## config.mk

```make
export PLATFORM = sky130hd
export DESIGN_NAME = alarm_timer_irq
export DESIGN_NICKNAME = d
export VERILOG_FILES = /design/src/rtl/atm_pkg.sv /design/src/rtl/atm_rst_sync.sv /design/src/rtl/atm_clk_cmp.sv /design/src/rtl/atm_timer.sv /design/src/rtl/atm_irq.sv /design/src/rtl/alarm_timer_irq.sv
export SDC_FILE = /design/constraint.sdc
export NUM_CORES = 1
export LEC_CHECK = 0
export CAP_MARGIN = 10
export CORE_MARGIN = 2
export CORE_UTILIZATION = 31
export DETAILED_ROUTE_END_ITERATION = 8
export PLACE_DENSITY = 0.82
export SYNTH_ARGS = -nofsm -noshare
export SYNTH_HDL_FRONTEND = slang
export SYNTH_SLANG_ARGS = --single-unit
export TNS_END_PERCENT = 10
```

## constraint.sdc

```tcl
create_clock -name clk -period 0.8 [get_ports clk]
set_input_delay 0.16 -clock clk [delete_from_list [all_inputs] [get_ports clk]]
set_output_delay 0.16 -clock clk [all_outputs]
set_load 0.005 [all_outputs]
```

## src/rtl/atm_pkg.sv

```systemverilog
package atm_pkg;

  typedef enum logic [1:0] {
    AM_NONE    = 2'b00,
    AM_DAILY   = 2'b01,
    AM_WEEKDAY = 2'b10,
    AM_DATED   = 2'b11
  } alm_mode_e;

  localparam int unsigned TMR_W     = 8;
  localparam int unsigned UNIT_W    = 3;
  localparam int unsigned DATE_W    = 6;
  localparam int unsigned MONTH_W   = 5;
  localparam int unsigned WDAY_LSB  = 5;
  localparam int unsigned WDAY_W    = 3;
  localparam logic [TMR_W-1:0] TMR_LAST = 8'h99;
  localparam logic [7:0] HALF_SEC_BCD   = 8'h50;

  function automatic logic [TMR_W-1:0] bcd_inc99(input logic [TMR_W-1:0] v);
    logic [TMR_W-1:0] r;
    if (v == TMR_LAST) begin
      r = '0;
    end else if (v[3:0] >= 4'd9) begin
      r = {v[7:4] + 4'd1, 4'd0};
    end else begin
      r = {v[7:4], v[3:0] + 4'd1};
    end
    return r;
  endfunction

endpackage

```

## src/rtl/atm_rst_sync.sv

```systemverilog
module atm_rst_sync #(
  parameter int unsigned STAGES = 2
) (
  input  logic clk,
  input  logic arst_n,
  output logic srst_n
);

  logic [STAGES-1:0] sync_q;

  always_ff @(posedge clk or negedge arst_n) begin
    if (!arst_n) begin
      sync_q <= '0;
    end else begin
      sync_q <= {sync_q[STAGES-2:0], 1'b1};
    end
  end

  assign srst_n = sync_q[STAGES-1];

endmodule

```

## src/rtl/atm_clk_cmp.sv

```systemverilog
module atm_clk_cmp
  import atm_pkg::*;
#(
  parameter int unsigned BYTE_W = 8,
  parameter int unsigned N_TIME = 4
) (
  input  logic                       enable,
  input  alm_mode_e                  mode,
  input  logic [N_TIME*BYTE_W-1:0]   cnt_time,
  input  logic [N_TIME*BYTE_W-1:0]   alm_time,
  input  logic [BYTE_W-1:0]          cnt_date,
  input  logic [BYTE_W-1:0]          alm_date,
  input  logic [BYTE_W-1:0]          cnt_wdmon,
  input  logic [BYTE_W-1:0]          alm_wdmon,
  output logic                       match
);

  logic [N_TIME-1:0] fld_eq;
  logic              time_eq;
  logic              date_eq;
  logic              month_eq;
  logic [WDAY_W-1:0] wday;
  logic              wday_ok;

  for (genvar i = 0; i < N_TIME; i++) begin : g_fld
    assign fld_eq[i] = (cnt_time[i*BYTE_W +: BYTE_W] == alm_time[i*BYTE_W +: BYTE_W]);
  end

  assign time_eq  = &fld_eq;
  assign date_eq  = (cnt_date[DATE_W-1:0] == alm_date[DATE_W-1:0]);
  assign month_eq = (cnt_wdmon[MONTH_W-1:0] == alm_wdmon[MONTH_W-1:0]);
  assign wday     = cnt_wdmon[WDAY_LSB +: WDAY_W];
  assign wday_ok  = (wday != {WDAY_W{1'b1}}) && alm_wdmon[wday];

  always_comb begin
    match = 1'b0;
    if (enable) begin
      unique case (mode)
        AM_DAILY:   match = time_eq;
        AM_DATED:   match = time_eq && date_eq && month_eq;
        AM_WEEKDAY: match = time_eq && wday_ok;
        default:    match = 1'b0;
      endcase
    end
  end

endmodule

```

## src/rtl/atm_timer.sv

```systemverilog
module atm_timer
  import atm_pkg::*;
#(
  parameter int unsigned N_UNITS = 5
) (
  input  logic               clk,
  input  logic               rst_n,
  input  logic               run,
  input  logic [UNIT_W-1:0]  unit_sel,
  input  logic [N_UNITS-1:0] tick,
  input  logic               load,
  input  logic [TMR_W-1:0]   load_val,
  output logic [TMR_W-1:0]   value,
  output logic               wrap
);

  logic [TMR_W-1:0] val_q, val_d;
  logic             wrap_q, wrap_d;
  logic             step;

  always_comb begin
    step = 1'b0;
    for (int u = 0; u < N_UNITS; u++) begin
      if (unit_sel == UNIT_W'(u + 1)) begin
        step = tick[u];
      end
    end
    step = step && run;
  end

  always_comb begin
    val_d  = val_q;
    wrap_d = 1'b0;
    if (load) begin
      val_d = load_val;
    end else if (step) begin
      val_d  = bcd_inc99(val_q);
      wrap_d = (val_q == TMR_LAST);
    end
  end

  always_ff @(posedge clk or negedge rst_n) begin
    if (!rst_n) begin
      val_q  <= '0;
      wrap_q <= 1'b0;
    end else begin
      val_q  <= val_d;
      wrap_q <= wrap_d;
    end
  end

  assign value = val_q;
  assign wrap  = wrap_q;

endmodule

```

## src/rtl/atm_irq.sv

```systemverilog
module atm_irq
  import atm_pkg::*;
#(
  parameter int unsigned BYTE_W = 8
) (
  input  logic              clk,
  input  logic              rst_n,
  input  logic              alarm_en,
  input  logic              clk_mode,
  input  logic              alarm_flag,
  input  logic              timer_flag,
  input  logic              alarm_ie,
  input  logic              timer_ie,
  input  logic [BYTE_W-1:0] hund,
  output logic              int_n
);

  logic int_n_q, int_n_d;
  logic req;

  assign req = (alarm_flag && alarm_ie) || (timer_flag && timer_ie);

  always_comb begin
    if (alarm_en) begin
      int_n_d = !req;
    end else if (clk_mode) begin
      int_n_d = (hund >= BYTE_W'(HALF_SEC_BCD));
    end else begin
      int_n_d = 1'b1;
    end
  end

  always_ff @(posedge clk or negedge rst_n) begin
    if (!rst_n) begin
      int_n_q <= 1'b1;
    end else begin
      int_n_q <= int_n_d;
    end
  end

  assign int_n = int_n_q;

endmodule

```

## src/rtl/alarm_timer_irq.sv

```systemverilog
module alarm_timer_irq
  import atm_pkg::*;
#(
  parameter int unsigned BYTE_W  = 8,
  parameter int unsigned N_TIME  = 4,
  parameter int unsigned N_UNITS = 5
) (
  input  logic                     clk,
  input  logic                     rst_n,
  input  logic                     clk_mode,
  input  logic                     alarm_en,
  input  logic                     alarm_flag,
  input  logic                     timer_flag,
  input  logic [BYTE_W-1:0]        acr,
  input  logic [N_TIME*BYTE_W-1:0] cnt_time,
  input  logic [BYTE_W-1:0]        cnt_date,
  input  logic [BYTE_W-1:0]        cnt_wdmon,
  input  logic [N_TIME*BYTE_W-1:0] alm_time,
  input  logic [BYTE_W-1:0]        alm_date,
  input  logic [BYTE_W-1:0]        alm_wdmon,
  input  logic [BYTE_W-1:0]        alm_timer,
  input  logic [N_UNITS-1:0]       tick,
  input  logic                     tmr_load,
  input  logic [BYTE_W-1:0]        tmr_load_val,
  output logic                     alarm_set,
  output logic                     timer_set,
  output logic [BYTE_W-1:0]        timer_val,
  output logic                     int_n
);

  localparam int unsigned TIE_BIT  = 3;
  localparam int unsigned MODE_LSB = 4;
  localparam int unsigned TAE_BIT  = 6;
  localparam int unsigned AIE_BIT  = 7;

  logic      rst_i_n;
  alm_mode_e mode;
  logic      clk_match;
  logic      tmr_match;
  logic      clk_match_q, tmr_match_q;
  logic      aset_q, aset_d;

  atm_rst_sync #(.STAGES(2)) u_rst (
    .clk    (clk),
    .arst_n (rst_n),
    .srst_n (rst_i_n)
  );

  assign mode = alm_mode_e'(acr[MODE_LSB +: 2]);

  atm_clk_cmp #(.BYTE_W(BYTE_W), .N_TIME(N_TIME)) u_cmp (
    .enable    (alarm_en),
    .mode      (mode),
    .cnt_time  (cnt_time),
    .alm_time  (alm_time),
    .cnt_date  (cnt_date),
    .alm_date  (alm_date),
    .cnt_wdmon (cnt_wdmon),
    .alm_wdmon (alm_wdmon),
    .match     (clk_match)
  );

  atm_timer #(.N_UNITS(N_UNITS)) u_tmr (
    .clk      (clk),
    .rst_n    (rst_i_n),
    .run      (alarm_en),
    .unit_sel (acr[UNIT_W-1:0]),
    .tick     (tick),
    .load     (tmr_load),
    .load_val (tmr_load_val),
    .value    (timer_val),
    .wrap     (timer_set)
  );

  assign tmr_match = alarm_en && acr[TAE_BIT] && (timer_val == alm_timer);

  always_comb begin
    aset_d = (clk_match && !clk_match_q) || (tmr_match && !tmr_match_q);
  end

  always_ff @(posedge clk or negedge rst_i_n) begin
    if (!rst_i_n) begin
      clk_match_q <= 1'b0;
      tmr_match_q <= 1'b0;
      aset_q      <= 1'b0;
    end else begin
      clk_match_q <= clk_match;
      tmr_match_q <= tmr_match;
      aset_q      <= aset_d;
    end
  end

  assign alarm_set = aset_q;

  atm_irq #(.BYTE_W(BYTE_W)) u_irq (
    .clk        (clk),
    .rst_n      (rst_i_n),
    .alarm_en   (alarm_en),
    .clk_mode   (clk_mode),
    .alarm_flag (alarm_flag),
    .timer_flag (timer_flag),
    .alarm_ie   (acr[AIE_BIT]),
    .timer_ie   (acr[TIE_BIT]),
    .hund       (cnt_time[BYTE_W-1:0]),
    .int_n      (int_n)
  );

endmodule

```

* Yosys cells after proc, flatten, opt, wreduce, memory -nomap -nowiden *
Index checks and enable logic that the tools add are counted.

storage, ports and cells
  register bits = 15
  latch bits = 0
  bits in writable memories = 0
  memory bits (read-only) = 0
  input port bits = 132
  output and inout port bits = 11
  word-level logic and storage cells = 67
  memories kept = 0

operators by class
  add/sub/neg operators = 2
  $mul = 0
  div/mod/pow operators = 0
  magnitude comparators = 3
  equality and inequality tests = 17
  shift operators = 0
  muxes and demuxes = 17
  bitwise logic cells = 0
  reductions and logical operators = 20

operators with widths
  operator             count
  $eq 8x8->1           5
  $mux 8               4
  $logic_and 1x1->1    11
  $mux 1               11
  $add 4x1->4 const B  2
  $eq 8x8->1 const B   1
  $ge 8x7->1 const B   1
  $eq 3x2->1 const B   2
  $eq 3x3->1 const B   2
  $eq 6x6->1           1
  $eq 5x5->1           1
  $eq 2x2->1 const B   2
  $ge 4x4->1 const B   1
  $lt 3x4->1 const B   1
  $reduce_and 4->1     1
  $bmux 1 s3           1
  $eq 3x1->1 const B   1
  $logic_not 1->1      3
  $ne 3x3->1 const B   1
  $pmux 1 s3           1
  $reduce_bool 3->1    1
  $eq 2x1->1 const B   1
  $logic_or 1x1->1     2
  $reduce_and 2->1     1
  $reduce_bool 2->1    1

* Depth between registers and ports, before layout *
Gate-level depths: netlist of the first run.

  depth in word-level cells = 9
  depth in mapped cells = 7
  mapped depth without buffers = 7

* Cells and area by module *
A second synthesis of the first run with hierarchy kept.

second synthesis, totals
  cell total of the unflattened synthesis = 164
  area, all modules = 1512.7 um^2

by module, submodules not included
  module           times used  cells each  area each (um^2)  sequential area each (um^2)
  atm_timer        1           70          665.6             225.2
  atm_clk_cmp      1           68          545.5             0.0
  alarm_timer_irq  1           18          195.2             75.1
  atm_rst_sync     1           3           53.8              50.0
  atm_irq          1           5           52.6              26.3

* Least setup slack after synthesis of the first run *
No wires, ideal clock.

  path type = register to register
  start point = register u_tmr.val_q[0], in the netlist u_tmr.value[0]
  end point = register u_tmr.val_q[4], in the netlist u_tmr.value[4]
  setup time = 128 ps
  data arrival time = 1701 ps
  data required time = 672 ps
  setup slack = -1028 ps
  stages on the path, launching flop included = 7
  path buffers = 0
  clock period less this slack = 1828 ps
  cells stage by stage = dfrtp_1 -> ha_1 -> or3b_1 -> nand3_1 -> a21oi_2 -> nor2_2 -> mux2_1

between the ends
  cells in the longest elaborated chain, start to end = 4
  elaborated cells between the ends (all ways) = 7
  those cells by class = order compare (1); eq/ne (1); mux (3); reduce/logical (2)

ends and longest elaborated chain
  item                                                RTL line         RTL
  from (decl)                                         atm_timer.sv:17  logic [TMR_W-1:0] val_q, val_d;
  from (signal assigned)                              atm_timer.sv:47  val_q <= val_d;
  branches (longest 4 deep; another with $ge 4x4->1)  n/a

Parallel ways; which one is timed is not known. The select of a mux whose other input is x is not followed.
A chain may end at the register's enable or synchronous reset.

* Worst setup path in the final report of the first run *
Same ends and word-level chain as after synthesis.

==> impl_metrics.yaml, run 1 <==
run_status:
  status: "complete, but fails checks"
  violations: "negative setup slack"
final_layout:
  drive_gt1_share_pct: 21.92
  area_growth_pct: 118.8
  post-route-util_pct: 70.32
  diodes: 0
  nFillCells: 356
  layout.nets: 471
  final_cells: 387
clock_network:
  htree_levels: 1
  root_buffer: "clkbuf_8"
  numCtsBuffers: 3
  cts_buffer_depth: 2
  cts_tree: "built"
  clock_latency_ps: 250
  clk_pin_slew_worst_paths_ps: 70
  clkSinkCount: 15
power_and_ir_drop:
  sw_frac_of_total_pct: 28.77
  power.switching_mw: 0.9297
  cellPowerDensity_nw_per_um2: 979.3
  comb_power_share_pct: 52.8
  clock_power_share_pct: 20.0
  p_leak_nw: 1.348
  irDropWorstVdd_mv: 0.7938
  seqPwrFrac_pct: 27.2
  intPower_mw: 2.301
grt:
  grt_pass1_vias: 1908
  grt-ovfl-total: 0
  antenna_found_initial: 0
  grt_start_max_net_pins: 11
  grt_usage_pct: 20.21
  grt_pass1_wl_um: 8500
synth:
  synth_cell_types: 45
  syn_area_um2: 1508
  avgSynthCellArea_um2: 9.250
  yosysMostFrequentCell: "xor2_1"
  yosys_warnings: 0
  synth_nets: 300
  synth_top_area_share_pct: 23.24
  synth_common_cells: "xor2_1, xnor2_1, dfrtp_1, nor4_1"
  synth-edff-count: 0
  ys_seq_area_share_pct: 24.98
  synthCells: 163
  ys_ff_latch: 15
  synth_area_leaders: "dfrtp_1, xor2_1, xnor2_1"
  synthArstFlopShare_pct: 100.0
  ys.flop_type: "dfrtp_1"
  synth_top_area_cell: "dfrtp_1"
floorplan:
  initial_core_util_pct: 32.13
  core.rowCount: 25
  die_height_um: 73.74
  core_area_um2: 4692
  io_pins: 143
  die_area_um2: 5438
  die_x_um: 73.74
setup_path:
  worst-path-max-fanout: 3
  r2r_slack_ps: -950
  crit_path_end_kind: "flop"
  setup.worst_path.start: "u_tmr.value[0]"
  cp-start-kind: "flop"
  criticalPathCategory: "reg2reg"
  crit_slowest_cell: "dfrtp_2"
  r2r_cells: 7
  crit_chain: "inv_2 -> ha_4 -> or3b_4 -> nand3_2 -> a21oi_4 -> nor2_4 -> mux2_4"
  crit_end: "u_tmr.value[4]"
  reg2reg_from: "u_tmr.value[0]"
  slowest_delay_ps: 430
  arrival_ps: 1890
  reg2reg_to: "u_tmr.value[4]"
  required_ps: 940
drt:
  drt_wl_total_um: 5828
  drc_errors: 0
  ant_nets: 0
  drt_pass1_iterations: 4
  vias: 1902
  drt_iter0_drc: 59
  viasPerCell: 4.915
  wl_per_cell_um: 15.06
sta:
  fmax_mhz: 572.5
  rsz0062_at_grt: "yes"
  fin_worst_skew_ps: 1.371
  maxSlewViolCount: 0
  timing.final.ws_setup_ps: -946.6
  fin_crit_ps: 1747
  setup_violations: 23
  finalCritPeriodShare_pct: 218.3
  hold_viol: 0
hold_path:
  hold_path.class: "in2async"
place:
  dp.cells: 381
  port-buffer-count: 137
  place_hpwl_um: 5096
  globalplace.congestion: 0.8327
run:
  maxCapViolCount: 0
[through the flow]
stage                     area [µm²]  TNS (ps)  worst slack (ps)  hold slack, ps  power, mW
after floorplan                 1523     -7590            -968.0          -135.6      1.430
after global placement          3172    -14950             -1012           69.36      2.479
after detailed placement        3172    -15440             -1062           72.20      2.513
after CTS                       3263    -12690            -908.7           62.87      3.189
after global routing            3299    -13530            -992.8           55.40      3.434
final                           3299    -12290            -946.6           61.80      3.231
[power by group through the flow]
| stage | sequential, mW | clock (mW) | combinational, mW |
|---|---|---|---|
| after global routing | 0.884 | 0.710 | 1.84 |
| after floorplan | 0.919 | 0 | 0.511 |
| after detailed placement | 0.883 | 0 | 1.63 |
| after CTS | 0.877 | 0.653 | 1.66 |
| final | 0.878 | 0.645 | 1.71 |
| after global placement | 0.881 | 0 | 1.60 |
[worst min-delay path by stage]
stage | startpoint | depth (start not counted) | endpoint
2_1_floorplan | rst_n | 0 | u_rst.sync_q[0]
3_3_place_gp | u_rst.sync_q[1] | 0 | tmr_match_q
3_5_place_dp | u_rst.sync_q[1] | 0 | alarm_set
4_1_cts | rst_n | 1 | u_rst.sync_q[0]
5_1_grt | rst_n | 1 | u_rst.sync_q[1]
6_report | rst_n | 1 | u_rst.sync_q[1]
[worst max-delay path: cells and delay by family (launching register included)]
family                   cells  cell delay [ps]
AND/OR/NAND/NOR              3              650
flip-flops                   1              430
multiplexers                 1              300
adder cells (fa/ha/maj)      1              120
buffers and inverters        1               80
AO/OA/AOI/OAI                1               50
[flip-flops by register name, summed over array words and instances (netlist names)]
signal / count
clk_match_q: 1
u_rst.sync_q: 2
u_tmr.value: 8
alarm_set: 1
u_irq.int_n: 1
u_tmr.wrap: 1
tmr_match_q: 1
[placed cells by master, fill, tap and decap left out, types with 4 or more instances in the layout]
master,n
inv_1,6
o21ai_1,4
clkdlybuf4s50_1,121
buf_4,25
nor4_1,5
mux2i_1,7
buf_6,11
dfrtp_1,13
clkbuf_2,5
nand2_1,7
dlygate4sd2_1,5
xor2_1,26
nand4_1,8
xnor2_1,25
nor4_2,4
[kinds of logic after synthesis]
group           after synthesis  synth area share (%)
fa+ha+maj                     5                 4.149
simple gates                 46                 18.26
buf+inv                      11                 2.987
compound gates               26                 14.36
other cells                   1                0.2487
mux                           8                 5.394
flops                        15                 24.98
xor+xnor                     51                 29.63
[final cells by class]
class	instances	area (µm²)	area share (%)
timing repair buffer	169	1602	48.54
multi-input combinational	137	1174	35.57
sequential	15	377.9	11.45
tap	54	67.56	2.048
clock buffer	3	41.29	1.251
inverter	8	30.03	0.9101
clock inverter	1	7.507	0.2275
[layer usage]
layer  vias to the layer above  wire, µm  global-route usage (%)
met3                         8       472                   4.252
li1                        937         -                       -
met4                         0        56                   4.040
met1                       874      2214                   21.47
met2                        83      3085                   40.18
met5                         -         0                       0
[what timing repair did]
action,in CTS,in global routing
hold buffers,0,0
resized for setup,51,19
pin swaps,16,5
endpoints found under the setup margin,24,24
setup buffers,1,1
Note: power is estimated with default switching activity, not from simulation.
==> inputs of run 2 (changes only) <==
- CAP_MARGIN: 10 -> 40
- CTS_CLUSTER_SIZE: unset -> 16
==> results of run 2 <==
No change in the layout: final DEF, timing and power equal those of run 1.
